[config.mk]
export PLATFORM = sky130hd
export DESIGN_NAME = can_reset_recovery
export DESIGN_NICKNAME = d
export VERILOG_FILES = /design/src/rtl/can_rm_pkg.sv /design/src/rtl/cr_sync.sv /design/src/rtl/cr_clkdiv.sv /design/src/rtl/cr_req_ctrl.sv /design/src/rtl/cr_busfree.sv /design/src/rtl/can_reset_recovery.sv
export SDC_FILE = /design/constraint.sdc
export NUM_CORES = 1
export LEC_CHECK = 0
export BUFFER_PORTS_ARGS = -buffer_cell sky130_fd_sc_hd__buf_2
export CORE_AREA = 2 2 54 56
export DETAILED_ROUTE_END_ITERATION = 8
export DIE_AREA = 0 0 56 58
export GPL_TIMING_DRIVEN = 0
export PLACE_DENSITY_LB_ADDON = 0.1
export SETUP_SLACK_MARGIN = 0.05
export SYNTH_ARGS = -nofsm -noshare
export SYNTH_HDL_FRONTEND = slang
export SYNTH_SLANG_ARGS = --single-unit
[constraint.sdc]
create_clock -name clk -period 2.4 [get_ports clk]
set_input_delay 0.48 -clock clk [delete_from_list [all_inputs] [get_ports clk]]
set_output_delay 0.48 -clock clk [all_outputs]
set_load 0.02 [all_outputs]
[src/rtl/can_rm_pkg.sv]
package can_rm_pkg;
  localparam int unsigned REG_W = 8;

  typedef enum logic {
    CAUSE_LOCAL  = 1'b0,
    CAUSE_BUSOFF = 1'b1
  } rst_cause_e;
endpackage

[src/rtl/cr_sync.sv]
module cr_sync #(
  parameter int unsigned STAGES  = 2,
  parameter logic        RST_VAL = 1'b0
) (
  input  logic clk,
  input  logic arst_n,
  input  logic d,
  output logic q
);
  logic [STAGES-1:0] chain_q;

  always_ff @(posedge clk or negedge arst_n) begin
    if (!arst_n) chain_q[0] <= RST_VAL;
    else         chain_q[0] <= d;
  end

  generate
    for (genvar i = 1; i < STAGES; i++) begin : g_stage
      always_ff @(posedge clk or negedge arst_n) begin
        if (!arst_n) chain_q[i] <= RST_VAL;
        else         chain_q[i] <= chain_q[i-1];
      end
    end
  endgenerate

  assign q = chain_q[STAGES-1];
endmodule

[src/rtl/cr_clkdiv.sv]
module cr_clkdiv (
  input  logic clk,
  input  logic rst_n,
  output logic ce
);
  logic ph_q, ph_d;

  always_comb ph_d = ~ph_q;

  always_ff @(posedge clk or negedge rst_n) begin
    if (!rst_n) ph_q <= 1'b0;
    else        ph_q <= ph_d;
  end

  assign ce = ph_q;
endmodule

[src/rtl/cr_req_ctrl.sv]
module cr_req_ctrl
  import can_rm_pkg::*;
#(
  parameter int unsigned ADDR_W    = 2,
  parameter int unsigned CTRL_ADDR = 0
) (
  input  logic              clk,
  input  logic              rst_n,
  input  logic              ce,
  input  logic              wr_en,
  input  logic [ADDR_W-1:0] wr_addr,
  input  logic              wr_rr,
  input  logic              pin_ok,
  input  logic              bus_off,
  output logic              rr_q,
  output rst_cause_e        cause_q,
  output logic              go_reset,
  output logic              abort_q
);
  logic       rr_d, pend_q, pend_d, pval_q, pval_d, abort_d;
  rst_cause_e cause_d;
  logic       wr_hit;

  assign wr_hit = wr_en && (wr_addr == ADDR_W'(CTRL_ADDR));

  always_comb begin
    rr_d    = rr_q;
    cause_d = cause_q;
    pend_d  = pend_q;
    pval_d  = pval_q;
    if (ce) begin
      if (bus_off) begin
        rr_d    = 1'b1;
        cause_d = CAUSE_BUSOFF;
        pend_d  = 1'b0;
      end else if (!pin_ok) begin
        rr_d    = 1'b1;
        cause_d = CAUSE_LOCAL;
        pend_d  = 1'b0;
      end else if (pend_q) begin
        rr_d   = pval_q;
        pend_d = 1'b0;
        if (pval_q) cause_d = CAUSE_LOCAL;
      end
    end
    if (wr_hit) begin
      pend_d = 1'b1;
      pval_d = wr_rr;
    end
    abort_d  = ce && rr_d && !rr_q;
    go_reset = ce && rr_d;
  end

  always_ff @(posedge clk or negedge rst_n) begin
    if (!rst_n) begin
      rr_q    <= 1'b1;
      cause_q <= CAUSE_LOCAL;
      pend_q  <= 1'b0;
      pval_q  <= 1'b0;
      abort_q <= 1'b0;
    end else begin
      rr_q    <= rr_d;
      cause_q <= cause_d;
      pend_q  <= pend_d;
      pval_q  <= pval_d;
      abort_q <= abort_d;
    end
  end
endmodule

[src/rtl/cr_busfree.sv]
module cr_busfree
  import can_rm_pkg::*;
#(
  parameter int unsigned RUN_LEN    = 11,
  parameter int unsigned LOCAL_OCC  = 1,
  parameter int unsigned BUSOFF_OCC = 128
) (
  input  logic       clk,
  input  logic       rst_n,
  input  logic       go_reset,
  input  logic       rr_q,
  input  rst_cause_e cause,
  input  logic       bit_strobe,
  input  logic       rx_bit,
  output logic       bus_on_q
);
  localparam int unsigned RUN_W   = $clog2(RUN_LEN);
  localparam int unsigned MAX_OCC = (LOCAL_OCC > BUSOFF_OCC) ? LOCAL_OCC : BUSOFF_OCC;
  localparam int unsigned OCC_W   = $clog2(MAX_OCC + 1);

  logic [RUN_W-1:0] run_q, run_d;
  logic [OCC_W-1:0] occ_q, occ_d, occ_last;
  logic             bus_on_d, waiting;

  assign occ_last = (cause == CAUSE_BUSOFF) ? OCC_W'(BUSOFF_OCC - 1) : OCC_W'(LOCAL_OCC - 1);
  assign waiting  = !rr_q && !bus_on_q;

  always_comb begin
    run_d    = run_q;
    occ_d    = occ_q;
    bus_on_d = bus_on_q;
    if (go_reset || rr_q) begin
      run_d    = '0;
      occ_d    = '0;
      bus_on_d = 1'b0;
    end else if (waiting && bit_strobe) begin
      if (!rx_bit) begin
        run_d = '0;
      end else if (run_q == RUN_W'(RUN_LEN - 1)) begin
        run_d = '0;
        if (occ_q == occ_last) begin
          occ_d    = '0;
          bus_on_d = 1'b1;
        end else begin
          occ_d = occ_q + 1'b1;
        end
      end else begin
        run_d = run_q + 1'b1;
      end
    end
  end

  always_ff @(posedge clk or negedge rst_n) begin
    if (!rst_n) begin
      run_q    <= '0;
      occ_q    <= '0;
      bus_on_q <= 1'b0;
    end else begin
      run_q    <= run_d;
      occ_q    <= occ_d;
      bus_on_q <= bus_on_d;
    end
  end
endmodule

[src/rtl/can_reset_recovery.sv]
module can_reset_recovery
  import can_rm_pkg::*;
#(
  parameter int unsigned ADDR_W      = 2,
  parameter int unsigned CTRL_ADDR   = 0,
  parameter int unsigned CMD_ADDR    = 1,
  parameter int unsigned RUN_LEN     = 11,
  parameter int unsigned LOCAL_OCC   = 1,
  parameter int unsigned BUSOFF_OCC  = 128,
  parameter int unsigned SYNC_STAGES = 2
) (
  input  logic              clk,
  input  logic              rst_n,
  input  logic              reset_pin_n,
  input  logic              wr_en,
  input  logic [ADDR_W-1:0] wr_addr,
  input  logic              wr_rr,
  input  logic [ADDR_W-1:0] rd_addr,
  output logic [REG_W-1:0]  rd_data,
  input  logic              bus_off,
  input  logic              bit_strobe,
  input  logic              rx_bit,
  output logic              rst_mode,
  output logic              frame_abort,
  output logic              bus_on
);
  logic       rst_sync_n, pin_ok, int_ce, go_reset;
  rst_cause_e cause;

  cr_sync #(.STAGES(SYNC_STAGES), .RST_VAL(1'b0)) u_rst_sync (
    .clk(clk), .arst_n(rst_n), .d(1'b1), .q(rst_sync_n)
  );

  cr_sync #(.STAGES(SYNC_STAGES), .RST_VAL(1'b0)) u_pin_sync (
    .clk(clk), .arst_n(rst_sync_n), .d(reset_pin_n), .q(pin_ok)
  );

  cr_clkdiv u_div (.clk(clk), .rst_n(rst_sync_n), .ce(int_ce));

  cr_req_ctrl #(.ADDR_W(ADDR_W), .CTRL_ADDR(CTRL_ADDR)) u_req (
    .clk(clk), .rst_n(rst_sync_n), .ce(int_ce),
    .wr_en(wr_en), .wr_addr(wr_addr), .wr_rr(wr_rr),
    .pin_ok(pin_ok), .bus_off(bus_off),
    .rr_q(rst_mode), .cause_q(cause), .go_reset(go_reset), .abort_q(frame_abort)
  );

  cr_busfree #(.RUN_LEN(RUN_LEN), .LOCAL_OCC(LOCAL_OCC), .BUSOFF_OCC(BUSOFF_OCC)) u_bf (
    .clk(clk), .rst_n(rst_sync_n), .go_reset(go_reset), .rr_q(rst_mode),
    .cause(cause), .bit_strobe(bit_strobe), .rx_bit(rx_bit), .bus_on_q(bus_on)
  );

  always_comb begin
    if (rd_addr == ADDR_W'(CMD_ADDR))       rd_data = '1;
    else if (rd_addr == ADDR_W'(CTRL_ADDR)) rd_data = {{(REG_W-1){1'b0}}, rst_mode};
    else                                    rd_data = '0;
  end
endmodule

==> flow_summary.toml <==
[outcome]
outcome = "complete, no violations"

[clocking]
ctsHtreeMaxLevel = 1
cts_resized = 0
clock_path_buffers = 2
postCtsSetupBuffers = 0
cts-root-buf = "clkbuf_4"
path_clk_slew_ps = 130
ctsHoldBuffers = 1
cts_buffers = 3
cts_tree = "done"
clock_sinks = 23
insertion_delay_ps = 310

[timing]
hold_violations = 0
finalCritPeriodShare = 0.733
setup_viol = 0
setup_tns_ps = 0
fin_crit_ps = 1760
rsz0062_at_grt = "no"
drv_slew = 0
fin_skew_ps = 4.13
slew_headroom = 0.417
tightest_slew_ps = 875
max_freq_ghz = 0.568

[yosys]
synth_top_area_share = 0.465
synthAdderAreaFrac = 0.0317
yosysUniqueCellTypes = 39
synth_flop_cell = "dfrtp_1"
yosysTopAreaCell = "dfrtp_1"
synth-seq-area-share = 0.487
synth_top_family_by_area = "simple AND/OR/NAND/NOR gates"
ys_ff_latch = 23
postSynthAreaPerCell_sq_um = 9.70
synth_compound_area_frac = 0.131
syn-num-nets = 137
yosysWarnings = 0
synth_edf_count = 0
yosys.area_share.simple = 0.274
async_reset_ff_frac = 1.00
synthMuxAreaShare = 0.0190
netlist_area_sq_mm = 0.00118
synthTopCellsByArea = "dfrtp_1, nand2_1, buf_4"
syn_inst = 122
synth_xor_area_frac = 0

[global_routing]
track_usage = 0.152
antenna_found_initial = 0
grt_max_degree = 22
grt_pass1_vias = 896
grt_pass1_wl_mm = 3.95
globalRouteOverflowTotal = 0

[pwr]
ir_worst_vdd_mv = 0.353
p_per_area_mw_per_mm2 = 482
leakage_nw = 0.619
p_total_uw = 661

[worst_setup_path]
critPathRequiredTime_ps = 2650
critPathCaptureType = "register"
reg2reg_setup_slack_ps = 640
critical_path.startpoint_type = "register"
cp.arrival_ps = 2010
cp_max_fo = 5
critPathKind = "register to register"

[placed_design]
place.gp.congestion = 0.735
port_buffers = 22
hpwlAfterDp_mm = 1.60

[detailed_routing]
dr.pass1.iters = 4
drc = 0
first_iter_violations = 14
wl_per_cell_microns = 12.2
vias = 939
totalWireLength_mm = 2.20
antenna_left = 0
vias_per_cell = 5.22

[hold_path]
holdCritPathClass = "input port to register"

[floorplanning]
fp.dieH_microns = 58
boundaryPins = 23
dieWidth_microns = 56
core_sq_mm = 0.00266
dieArea_sq_mm = 0.00325
rows = 19
initial_core_util = 0.445

[cells_and_area]
antenna_cells = 0
nNetsFinal = 165
largest_reg_flops = 8
drive_gt1_frac = 0.289
top_regs = "u_bf.occ_q: 8 flops, u_bf.run_q: 4 flops"
syn2layout_area_growth_pct = 15.8
largest-register = "u_bf.occ_q"
layout_common_cells = "buf_2, dfrtp_1, nand2_1, nor2_1, nand3_1"

[flow_run]
cap_violations = 0
critical path: stages, from the launching register on:
cell and delay, ps:
dfrtp_1 450, inv_1 70, ha_1 130, and3b_1 200
nand3_1 150, nor3_1 260, mux2_2 360, nor2_1 80
synthesized netlist by cell type (all sizes together), types with 3 or more instances:
| library cell | count |
|---|---|
| inv | 5 |
| nand2b | 3 |
| nor3 | 4 |
| nor2 | 10 |
| buf | 6 |
| nand4 | 3 |
| a21oi | 4 |
| o211ai | 3 |
| o21ai | 7 |
| dfrtp | 22 |
| nand3 | 8 |
| ha | 3 |
| nor2b | 5 |
| nand2 | 16 |
report_power, final:
group,internal (mW),switching (mW),total (mW)
Clock,0.0622,0.120,0.182
Combinational,0.0311,0.0365,0.0676
Sequential,0.398,0.0137,0.411
Total,0.491,0.170,0.661
logic make-up after synthesis:
group / count (synthesis)
AO/OA/AOI/OAI: 23
buffers and inverters: 11
adder cells (fa/ha/maj): 3
AND/OR/NAND/NOR: 59
multiplexers: 2
flip-flops: 23
other: 1
through the flow:
step / utilization / worst slack [ps] / hold WS (ps) / instance area (sq um) / std cells
floorplan: - / 662 / 184 / 1180 / 122
global placement: 0.500 / 610 / 265 / 1330 / 175
detailed placement: 0.500 / 611 / 268 / 1330 / 175
CTS: 0.515 / 637 / 250 / 1370 / 180
global route: 0.515 / 484 / 231 / 1370 / 180
finish: 0.515 / 640 / 266 / 1370 / 180
path summary, 6_finish.rpt:
path | start | endpoint | cells after the start
max | u_bf.run_q[0]$_DFFE_PN0P_ | u_bf.occ_q[7]$_DFFE_PN0P_ | 7
min | reset_pin_n | u_pin_sync.chain_q[0]$_DFF_PN0_ | 1
max reg2reg | u_bf.run_q[0]$_DFFE_PN0P_ | u_bf.occ_q[7]$_DFFE_PN0P_ | 7
min reg2reg | u_pin_sync.chain_q[0]$_DFF_PN0_ | u_pin_sync.q$_DFF_PN0_ | 0
max in group asynchronous | u_rst_sync.q$_DFF_PN0_ | u_req.pval_q$_DFFE_PN0P_ | 0
min in group asynchronous | u_rst_sync.q$_DFF_PN0_ | u_bf.occ_q[3]$_DFFE_PN0P_ | 0
area by class of cell:
cell class,count,area (sq um)
multi-input combinational,88,543
fill,266,1290
clock inverter,1,5.00
inverter,5,18.8
clock buffer,3,22.5
tap,31,38.8
timing repair buffer,23,120
buffer,6,45.0
sequential,23,577
per-layer routing:
metal,vias to the layer above,routed length (microns),track usage
met2,18,997,0.247
met3,2,84,0.0268
met4,0,10,0.0612
met1,438,1110,0.203
met5,-,0,0
li1,481,-,-
No activity file was read; power rests on OpenSTA's default activity.
